File: config.mk
export PLATFORM = sky130hd
export DESIGN_NAME = irqd_top
export DESIGN_NICKNAME = d
export VERILOG_FILES = /design/src/rtl/irqd_pkg.sv /design/src/rtl/irqd_cell.sv /design/src/rtl/irqd_pick.sv /design/src/rtl/irqd_top.sv
export SDC_FILE = /design/constraint.sdc
export NUM_CORES = 1
export LEC_CHECK = 0
export BUFFER_PORTS_ARGS = -buffer_cell sky130_fd_sc_hd__buf_2
export CAP_MARGIN = 10
export CELL_PAD_IN_SITES_DETAIL_PLACEMENT = 1
export CELL_PAD_IN_SITES_GLOBAL_PLACEMENT = 1
export CORE_MARGIN = 8
export CORE_UTILIZATION = 40
export CTS_CLUSTER_SIZE = 8
export DETAILED_ROUTE_END_ITERATION = 7
export GPL_TIMING_DRIVEN = 0
export HOLD_SLACK_MARGIN = 0.03
export PLACE_DENSITY_LB_ADDON = 0.1
export SYNTH_ARGS = -nofsm -noshare
export SYNTH_HDL_FRONTEND = slang
export SYNTH_SLANG_ARGS = --single-unit
File: constraint.sdc
create_clock -name clk -period 4 [get_ports clk]
set_clock_uncertainty 0.05 [all_clocks]
set_input_delay 0.2 -clock clk [delete_from_list [all_inputs] [get_ports clk]]
set_output_delay 0.2 -clock clk [all_outputs]
set_load 0.02 [all_outputs]
File: src/rtl/irqd_pkg.sv
package irqd_pkg;
  localparam int IDW = 10;
  typedef logic [IDW-1:0] irq_id_t;
  localparam irq_id_t SPUR_ID = irq_id_t'(1023);
endpackage

File: src/rtl/irqd_cell.sv
// One interrupt state holder: pending and active bits plus line history.
module irqd_cell (
  input  logic clk,
  input  logic rst_n,
  input  logic line_i,
  input  logic edge_i,
  input  logic grant_i,
  input  logic eoi_i,
  output logic pend_o,
  output logic act_o
);
  logic line_q, pend_q, act_q;
  logic pend_d, act_d, rise;

  always_comb begin
    rise = line_i & ~line_q;
    if (edge_i) pend_d = rise | (pend_q & ~grant_i);
    else        pend_d = line_i & ~act_q & ~grant_i;
    act_d = grant_i | (act_q & ~eoi_i);
  end

  always_ff @(posedge clk or negedge rst_n) begin
    if (!rst_n) begin
      line_q <= 1'b0;
      pend_q <= 1'b0;
      act_q  <= 1'b0;
    end else begin
      line_q <= line_i;
      pend_q <= pend_d;
      act_q  <= act_d;
    end
  end

  assign pend_o = pend_q;
  assign act_o  = act_q;
endmodule

File: src/rtl/irqd_pick.sv
// Lowest-index selector over a request vector.
module irqd_pick import irqd_pkg::*; #(
  parameter int N = 12
) (
  input  logic [N-1:0] req_i,
  output logic         vld_o,
  output irq_id_t      idx_o
);
  always_comb begin
    vld_o = |req_i;
    idx_o = SPUR_ID;
    for (int i = N - 1; i >= 0; i--) begin
      if (req_i[i]) idx_o = irq_id_t'(i);
    end
  end
endmodule

File: src/rtl/irqd_top.sv
module irqd_top import irqd_pkg::*; #(
  parameter int NCORE = 2,
  parameter int NPRIV = 4,
  parameter int NSHR  = 8
) (
  input  logic                             clk,
  input  logic                             rst_n,
  input  logic [NCORE-1:0][NPRIV-1:0]      priv_line,
  input  logic [NSHR-1:0]                  shr_line,
  input  logic [NPRIV+NSHR-1:0]            cfg_edge,
  input  logic [NSHR-1:0][NCORE-1:0]       tgt_en,
  input  logic [NCORE-1:0]                 ack_rd,
  output logic [NCORE-1:0][IDW-1:0]        ack_id,
  input  logic [NCORE-1:0]                 eoi_wr,
  input  logic [NCORE-1:0][IDW-1:0]        eoi_id,
  output logic [NCORE-1:0]                 irq_out
);
  localparam int NIRQ = NPRIV + NSHR;
  localparam int CW   = (NCORE > 1) ? $clog2(NCORE) : 1;

  logic [NCORE-1:0][NPRIV-1:0] priv_pend, priv_act, priv_grant, priv_eoi;
  logic [NSHR-1:0]             shr_pend, shr_act, shr_grant, shr_eoi;
  logic [NSHR-1:0][CW-1:0]     shr_own_q, shr_own_d;
  logic [NCORE-1:0][NIRQ-1:0]  cand;
  logic [NCORE-1:0]            sel_vld, ack_ok;
  irq_id_t [NCORE-1:0]         sel_id, ack_id_q, ack_id_d;

  // State holders: one per core per private ID, one per shared ID.
  for (genvar c = 0; c < NCORE; c++) begin : g_core
    for (genvar i = 0; i < NPRIV; i++) begin : g_priv
      irqd_cell u_pc (
        .clk(clk), .rst_n(rst_n), .line_i(priv_line[c][i]), .edge_i(cfg_edge[i]),
        .grant_i(priv_grant[c][i]), .eoi_i(priv_eoi[c][i]),
        .pend_o(priv_pend[c][i]), .act_o(priv_act[c][i]));
    end

    always_comb begin
      cand[c][NPRIV-1:0] = priv_pend[c] & ~priv_act[c];
      for (int k = 0; k < NSHR; k++)
        cand[c][NPRIV+k] = shr_pend[k] & ~shr_act[k] & tgt_en[k][c];
    end

    irqd_pick #(.N(NIRQ)) u_pick (
      .req_i(cand[c]), .vld_o(sel_vld[c]), .idx_o(sel_id[c]));

    assign irq_out[c] = sel_vld[c];
  end

  for (genvar k = 0; k < NSHR; k++) begin : g_shr
    irqd_cell u_sc (
      .clk(clk), .rst_n(rst_n), .line_i(shr_line[k]), .edge_i(cfg_edge[NPRIV+k]),
      .grant_i(shr_grant[k]), .eoi_i(shr_eoi[k]),
      .pend_o(shr_pend[k]), .act_o(shr_act[k]));
  end

  // Grant: cores are served in index order, so a lower core claims a
  // shared ID before a higher core can.
  always_comb begin
    priv_grant = '0;
    shr_grant  = '0;
    shr_own_d  = shr_own_q;
    ack_ok     = '0;
    for (int c = 0; c < NCORE; c++) begin
      if (ack_rd[c] && sel_vld[c]) begin
        for (int i = 0; i < NPRIV; i++) begin
          if (sel_id[c] == irq_id_t'(i)) begin
            priv_grant[c][i] = 1'b1;
            ack_ok[c]        = 1'b1;
          end
        end
        for (int k = 0; k < NSHR; k++) begin
          if (sel_id[c] == irq_id_t'(NPRIV + k) && !shr_grant[k]) begin
            shr_grant[k] = 1'b1;
            shr_own_d[k] = CW'(c);
            ack_ok[c]    = 1'b1;
          end
        end
      end
      ack_id_d[c] = ack_ok[c] ? sel_id[c] : SPUR_ID;
    end
  end

  // Retire: private copies by their own core, shared ones by the owner only.
  always_comb begin
    priv_eoi = '0;
    shr_eoi  = '0;
    for (int c = 0; c < NCORE; c++) begin
      for (int i = 0; i < NPRIV; i++)
        priv_eoi[c][i] = eoi_wr[c] && (eoi_id[c] == irq_id_t'(i));
      for (int k = 0; k < NSHR; k++)
        if (eoi_wr[c] && eoi_id[c] == irq_id_t'(NPRIV + k) && shr_own_q[k] == CW'(c))
          shr_eoi[k] = 1'b1;
    end
  end

  always_ff @(posedge clk or negedge rst_n) begin
    if (!rst_n) begin
      shr_own_q <= '0;
    end else if (|shr_grant) begin
      shr_own_q <= shr_own_d;
    end
  end

  for (genvar c = 0; c < NCORE; c++) begin : g_ack
    always_ff @(posedge clk or negedge rst_n) begin
      if (!rst_n) begin
        ack_id_q[c] <= SPUR_ID;
      end else if (ack_rd[c]) begin
        ack_id_q[c] <= ack_id_d[c];
      end
    end
  end

  assign ack_id = ack_id_q;
endmodule

## Word-level counts from Yosys, hierarchy flattened

Index checks and enable logic that the tools add are counted.

- Flip-flop bits (word level): 76
- Bits in latches: 0
- Memory bits (writable): 0
- ROM bits: 0
- Input bits: 70
- Output and inout bits: 22
- Logic and storage cells: 507
- Memories: 0

- Add/sub/neg operators: 0
- $mul: 0
- Divide/modulo/power cells: 0
- $lt $le $gt $ge: 0
- Equal/unequal tests: 44
- Shift operators: 0
- Mux-type cells: 128
- Bitwise gates (word level): 212
- Reduce and logical (&&, ||, !) cells: 65

Operators with widths:

| operator | count |
|---|---|
| 10-bit two-way mux | 26 |
| 10-bit by 3-bit equality test with 1-bit output (second input constant) | 16 |
| 10-bit by 4-bit equality test with 1-bit output (second input constant) | 16 |
| 1-bit AND | 104 |
| 1-bit two-way mux | 96 |
| 10-bit by 2-bit equality test with 1-bit output (second input constant) | 8 |
| 1-bit NOT | 72 |
| 1-bit logical AND | 50 |
| 10-bit by 1-bit equality test with 1-bit output (second input constant) | 4 |
| 10-bit logical NOT | 4 |
| 8-bit two-way mux | 4 |
| 1-bit OR | 32 |
| 12-bit OR reduction | 2 |
| 4-bit AND | 2 |
| 1-bit logical NOT | 8 |
| 4-bit two-way mux | 2 |
| 4-bit NOT | 2 |
| 8-bit OR reduction | 1 |

## Depth between registers and ports, before layout

- Depth after elaboration: 30
- Depth in mapped cells: 8
- Mapped depth without buffers: 7

## Cells and area by module

Synthesis repeated with hierarchy kept, for this count alone.

- Cell total of the unflattened synthesis: 419
- Area, all modules: 4212.8 um2

Modules (own cells, without submodules):

| module | times used | cells each | area each (um2) | sequential area each (um2) |
|---|---|---|---|---|
| irqd_top | 1 | 219 | 1990.7 | 725.7 |
| irqd_cell | 16 | 9 | 117.6 | 75.1 |
| irqd_pick | 2 | 28 | 170.2 | 0.0 |

## Worst setup path before layout

No wires, ideal clock.

- Path type: register to register
- Start: reg g_shr[5].u_sc.act_q
- End: reg ack_id_q, in the netlist ack_id[18]
- Setup time: 0.090 ns
- Arrival time: 2.438 ns
- Data required time: 3.860 ns
- Path slack: 1.423 ns
- Cell stages (with the launch flop): 8
- Buffers on the path: 0
- Period minus slack after synthesis: 2.577 ns
- Path through: dfrtp_1 and3b_2 and4b_4 or4b_4 or4_4 o2111ai_2 nand4_2 a311oi_2

- Word-level cells in the longest chain between the ends: 28
- Elaborated cells between the ends (all ways): 87
- Classes of those cells: 19 x eq/ne; 43 x mux; 4 x bitwise; 21 x reduce/logical

Ends and longest elaborated chain:

| element | line | RTL |
|---|---|---|
| start, declared | irqd_cell.sv:12 | `logic line_q, pend_q, act_q;` |
| start signal, assigned | irqd_cell.sv:30 | `act_q <= act_d;` |
| 1-bit NOT (*) | irqd_top.sv:40 | `cand[c][NPRIV+k] = shr_pend[k] & ~shr_act[k] & tgt_en[k][c];` |
| 1-bit AND (*) | irqd_top.sv:40 |  |
| 1-bit AND | irqd_top.sv:40 |  |
| 10-bit two-way mux (10 in series) | irqd_pick.sv:13 | `if (req_i[i]) idx_o = irq_id_t'(i);` |
| 10-bit logical NOT or 10-bit by 3-bit equality test with 1-bit output (tied branches) | irqd_top.sv:66, irqd_top.sv:72 |  |
| 1-bit two-way mux (on tied branches) | irqd_top.sv:66, irqd_top.sv:72 |  |
| 1-bit two-way mux or 8-bit two-way mux (tied branches) | irqd_top.sv:66, irqd_top.sv:64 |  |
| 1-bit two-way mux or 1-bit logical NOT (tied branches) | irqd_top.sv:66, irqd_top.sv:72 |  |
| 1-bit two-way mux or 1-bit logical AND (tied branches) | irqd_top.sv:66, irqd_top.sv:72 |  |
| 1-bit two-way mux (8 in series) | irqd_top.sv:72 | `if (sel_id[c] == irq_id_t'(NPRIV + k) && !shr_grant[k]) begin` |
| 1-bit two-way mux | irqd_top.sv:64 | `if (ack_rd[c] && sel_vld[c]) begin` |
| 10-bit two-way mux (*) | irqd_top.sv:79 | `ack_id_d[c] = ack_ok[c] ? sel_id[c] : SPUR_ID;` |
| end signal, assigned by index | irqd_top.sv:109 | `ack_id_q[c] <= ack_id_d[c];` |
| end, declared | irqd_top.sv:26 | `irq_id_t [NCORE-1:0] sel_id, ack_id_q, ack_id_d;` |

Every way passes the cells marked *; elsewhere a longest branch is shown, timed or not.
A chain may end at the register's enable or synchronous reset.

## Final worst setup path

- Start: reg g_shr[1].u_sc.pend_q
- End: reg g_shr[7].u_sc.pend_q

- Word-level cells in the longest chain between the ends: 19
- Elaborated cells between the ends (all ways): 32
- Classes of those cells: 2 x eq/ne; 17 x mux; 7 x bitwise; 6 x reduce/logical

Ends and longest elaborated chain:

| element | line | RTL |
|---|---|---|
| start, declared | irqd_cell.sv:12 |  |
| start signal, assigned | irqd_cell.sv:29 | `pend_q <= pend_d;` |
| 1-bit AND (*) | irqd_top.sv:40 |  |
| 1-bit AND | irqd_top.sv:40 |  |
| 10-bit two-way mux (6 in series) | irqd_pick.sv:13 |  |
| 10-bit by 4-bit equality test with 1-bit output | irqd_top.sv:72 |  |
| 1-bit two-way mux | irqd_top.sv:72 |  |
| 8-bit two-way mux | irqd_top.sv:64 |  |
| 1-bit logical NOT | irqd_top.sv:72 |  |
| 1-bit logical AND | irqd_top.sv:72 |  |
| 1-bit two-way mux | irqd_top.sv:72 |  |
| 8-bit two-way mux (*) | irqd_top.sv:64 |  |
| 1-bit NOT (*) | irqd_cell.sv:17, irqd_cell.sv:18 |  |
| 1-bit AND | irqd_cell.sv:17 | `if (edge_i) pend_d = rise \| (pend_q & ~grant_i);` |
| 1-bit OR | irqd_cell.sv:17 |  |
| 1-bit two-way mux (*) | irqd_cell.sv:17 |  |
| net g_shr[7].u_sc.pend_d | irqd_cell.sv:13 | `logic pend_d, act_d, rise;` |
| end signal, assigned | irqd_cell.sv:29 |  |
| end, declared | irqd_cell.sv:12 |  |

The timed path passes the listed nets; every way through them passes the cells marked *.

==> qor.txt <==
===============================================================================================
Core area ........................................................................     9110 um2
Count of different cell masters after synthesis ..................................           60
Total power ......................................................................    0.00291 W
Average via count per standard cell ..............................................         5.69
Period Utilization, post-route ...................................................        78.9%
Worst min path class .............................................................       in2reg
Die outline area .................................................................    12600 um2
DR pass1 iterations ..............................................................            4
Data required time of the critical path ..........................................      4160 ps
Final-layout fill cell count .....................................................         1104
First-pass GRT wire length .......................................................     20700 um
Clock H-tree levels ..............................................................            3
Final critical delay including setup and external delays .........................      3160 ps
Count of standard-cell rows ......................................................           35
Tightest slew margin relative to the limit .......................................        28.8%
Average wire per standard cell ...................................................      20.2 um
Cell types occupying the most area after synthesis ............................... sky130_fd_sc_hd__dfrtp_1 38%, sky130_fd_sc_hd__dfstp_2 7.1%, sky130_fd_sc_hd__nor2_1 4.3%, sky130_fd_sc_hd__nand2_1 3.9%, sky130_fd_sc_hd__nand2b_1 3.2%
Layout Nets ......................................................................          585
End of the worst hold path ....................................................... g_shr[6].u_sc.pend_o$_DFF_PN0_
Crit path kind ...................................................................      reg2reg
R2r endpoint ..................................................................... g_shr[7].u_sc.pend_o$_DFF_PN0_
Max-cap violations ...............................................................            0
Most used cell, CP ............................................................... sky130_fd_sc_hd__o31ai_1
Via count of the first global-routing pass .......................................         3979
Height of the chip ...............................................................       112 um
Via Count ........................................................................         3591
Final count of hold timing violations ............................................            0
Slew at the pin closest to its max-slew limit ....................................      1060 ps
Slowest-stage cell, CP ........................................................... sky130_fd_sc_hd__nor4_1
Combined area of the multi-input logic cells .....................................     1860 um2
Start point of the worst min-delay path .......................................... cfg_edge[10]
Predominant post-synthesis flop cell ............................................. sky130_fd_sc_hd__dfrtp_1
Critical Path AT .................................................................      3320 ps
Status ........................................................................... finished, final reports clean
Die Width ........................................................................       112 um
Cell taking the most area after synthesis ........................................ sky130_fd_sc_hd__dfrtp_1
R2R Setup Slk ....................................................................       840 ps
Total gr overflow ................................................................            0
Cell area power density ..........................................................   625 nW/um2
CTS Buf Count ....................................................................            9
Final number of setup-violating endpoints ........................................            0
Area share of the largest cell type after synthesis ..............................        37.9%
Longest Clk Path Bufs ............................................................            2
Total area of sequential cells ...................................................     1660 um2
Input/output buffers .............................................................           91
Post-cts gate resize count .......................................................            0
Top-level I/O count ..............................................................           92
Fin Setup TNS ....................................................................         0 ps
Max Slew Vio Count ...............................................................            0
Sequential element share of the synthesized area .................................        45.0%
Post-CTS Repair Setup Buffers ....................................................            0
Fmax .............................................................................      317 MHz
Global-route usage over all layers ...............................................        20.6%
Largest net degree at the start of global routing ................................           67
Proportion of synthesized flip-flops having asynchronous set or reset ............         100%
Routability congestion estimate ..................................................        0.891
Ordered list of cells on the worst path .......................................... and3b_1, nor4_1, and3_1, nand2_1, o31ai_1, o31ai_1, o2bb2ai_1
Most frequent cells in the layout ................................................ 90 x sky130_fd_sc_hd__buf_2, 56 x sky130_fd_sc_hd__dfrtp_1, 42 x sky130_fd_sc_hd__nor2_1
Sort of element at the end of the critical path ..................................     register
Worst-path maximum fanout ........................................................            8
Clock Sink Count .................................................................           66
Number of antenna violations at the first check in global routing ................            0
Clock input transition at the sequential cells of the worst setup and hold paths .        80 ps
TritonCTS clock tree .............................................................        built
Total length of routed wires .....................................................     12700 um
Most frequent standard cell in the layout excluding fill and tap cells ........... sky130_fd_sc_hd__buf_2
Library cell used as clock root buffer ........................................... sky130_fd_sc_hd__clkbuf_8
Initial core utilization .........................................................        40.6%
Total of warnings raised by yosys ................................................            0
Syn_nets .........................................................................          466
Iteration-0 DRC count of the detailed router .....................................          220
Post-cts hold buffer count .......................................................           17
End-of-flow core utilization .....................................................        51.1%
Final Hold Slack .................................................................      75.8 ps
Antenna fix cells ................................................................            0
Hold-critical path depth .........................................................            3
DPL Wire Length ..................................................................     10000 um
Layout area overhead .............................................................        25.8%
Fraction of final layout cells with drive strength greater than 1 ................        26.9%
Leakage power of the design ......................................................      2.09 nW
Number of enable-type register cells in the synthesized netlist ..................            0
Combined area of all synthesized cells ...........................................     3700 um2
Startpoint of the lowest-slack register-to-register path ......................... g_shr[1].u_sc.pend_o$_DFF_PN0_
Number of nets with antenna violations after detailed routing ....................            0
Delay of the slowest cell on the worst path ......................................       910 ps
Number of storage elements in the synthesis netlist ..............................           66
Count of cells along the worst register-to-register path .........................            7
Skew-Pair Late Insertion Delay ...................................................       350 ps
Drt drc ..........................................................................            0
Crit start category ..............................................................     register
Synthesized area per cell ........................................................     9.34 um2
IR drop worst, VDD ...............................................................   0.000218 V
Number of instances in the synthesized netlist ...................................          396
Unrepaired setup endpoints after global routing ..................................           no
===============================================================================================
==> how the worst max path moves through the flow <==
stage          slack (ps)  cells after the start                            from                        endpoint
6_report              840                      7  g_shr[1].u_sc.pend_o$_DFF_PN0_  g_shr[7].u_sc.pend_o$_DFF_PN0_
5_1_grt               640                      7   g_shr[2].u_sc.act_o$_DFF_PN0_  g_shr[7].u_sc.pend_o$_DFF_PN0_
4_1_cts               890                      7  g_shr[1].u_sc.pend_o$_DFF_PN0_  g_shr[7].u_sc.pend_o$_DFF_PN0_
3_5_place_dp          900                      7  g_shr[1].u_sc.pend_o$_DFF_PN0_  g_shr[7].u_sc.pend_o$_DFF_PN0_
3_3_place_gp          960                      7  g_shr[1].u_sc.pend_o$_DFF_PN0_  g_shr[5].u_sc.pend_o$_DFF_PN0_
2_1_floorplan        1420                      7   g_shr[5].u_sc.act_o$_DFF_PN0_          ack_id[18]$_DFFE_PN1P_
==> layout make-up <==
class | count | area share, %
clock buffers | 12 | 2.90
flip-flops and latches | 66 | 35.8
multi-input cells | 295 | 39.9
repair buffers | 108 | 13.5
clock inverters | 4 | 1.13
well taps | 111 | 2.99
plain buffers | 18 | 2.45
inverters | 17 | 1.37
==> power breakdown <==
| group | total (W) | internal, W | switching (W) |
|---|---|---|---|
| sequential | 0.00108 | 0.000894 | 0.000188 |
| combinational | 0.00127 | 0.000522 | 0.000744 |
| clock | 0.000561 | 0.000290 | 0.000271 |
| total | 0.00291 | 0.00171 | 0.00120 |
==> kinds of logic after synthesis <==
logic type	after synthesis	synth area share (%)
AOI/OAI and AO/OA	104	21.5
DFF	66	45.0
and+or+nand+nor	188	27.9
buffers and inverters	35	4.81
muxes	3	0.846
==> flip-flops by register name (all words and copies together) (netlist names) <==
name                       flops
g_core.g_priv.u_pc.pend_o      8
shr_own_q                      8
g_core.g_priv.u_pc.line_q      8
g_shr.u_sc.pend_o              8
g_shr.u_sc.act_o               8
g_shr.u_sc.line_q              8
g_core.g_priv.u_pc.act_o       8
ack_id                        10
==> metrics by stage <==
step,area (um2),cells,setup WS [ps]
after global routing,4650,631,641
final,4650,631,843
after detailed placement,4290,598,902
after CTS,4650,631,892
after global placement,4290,598,957
after floorplan,3700,396,1420
==> cell usage after synthesis (3+ instances only) <==
cell type / instances
sky130_fd_sc_hd__o211ai_1: 6
sky130_fd_sc_hd__nand4_1: 5
sky130_fd_sc_hd__a21o_1: 6
sky130_fd_sc_hd__inv_1: 17
sky130_fd_sc_hd__a21oi_1: 12
sky130_fd_sc_hd__nand2b_1: 19
sky130_fd_sc_hd__o21ai_0: 14
sky130_fd_sc_hd__o32ai_1: 3
sky130_fd_sc_hd__nand3_1: 11
sky130_fd_sc_hd__o31ai_1: 10
sky130_fd_sc_hd__or2_2: 4
sky130_fd_sc_hd__a22o_1: 6
sky130_fd_sc_hd__nor2_1: 42
sky130_fd_sc_hd__a32o_1: 11
sky130_fd_sc_hd__buf_4: 12
sky130_fd_sc_hd__and3b_1: 9
sky130_fd_sc_hd__a31oi_1: 4
sky130_fd_sc_hd__nor4_1: 5
sky130_fd_sc_hd__dfrtp_1: 56
sky130_fd_sc_hd__o41ai_1: 3
sky130_fd_sc_hd__dfstp_2: 10
sky130_fd_sc_hd__nand2_1: 38
sky130_fd_sc_hd__nor2b_1: 9
sky130_fd_sc_hd__o2bb2ai_1: 4
sky130_fd_sc_hd__or3_1: 3
sky130_fd_sc_hd__a211oi_1: 3
sky130_fd_sc_hd__nand3b_1: 12
sky130_fd_sc_hd__nor3_1: 14
sky130_fd_sc_hd__clkbuf_1: 4
==> layer usage <==
layer / vias to the layer above / track usage [%] / part of all wire (%)
met4: 0 / 5.22 / 1.3
li1: 1711 / - / -
met1: 1770 / 25.3 / 44
met3: 14 / 4.51 / 5.5
met2: 96 / 35.6 / 49
met5: - / 0 / 0
==> critical path: cells and delay by family (launching register included) <==
kind / cells / cell delay, ps
AO/OA/AOI/OAI: 3 / 840
AND/OR/NAND/NOR: 4 / 1710
flip-flops: 1 / 410
Note: power is estimated with default switching activity, not from simulation.
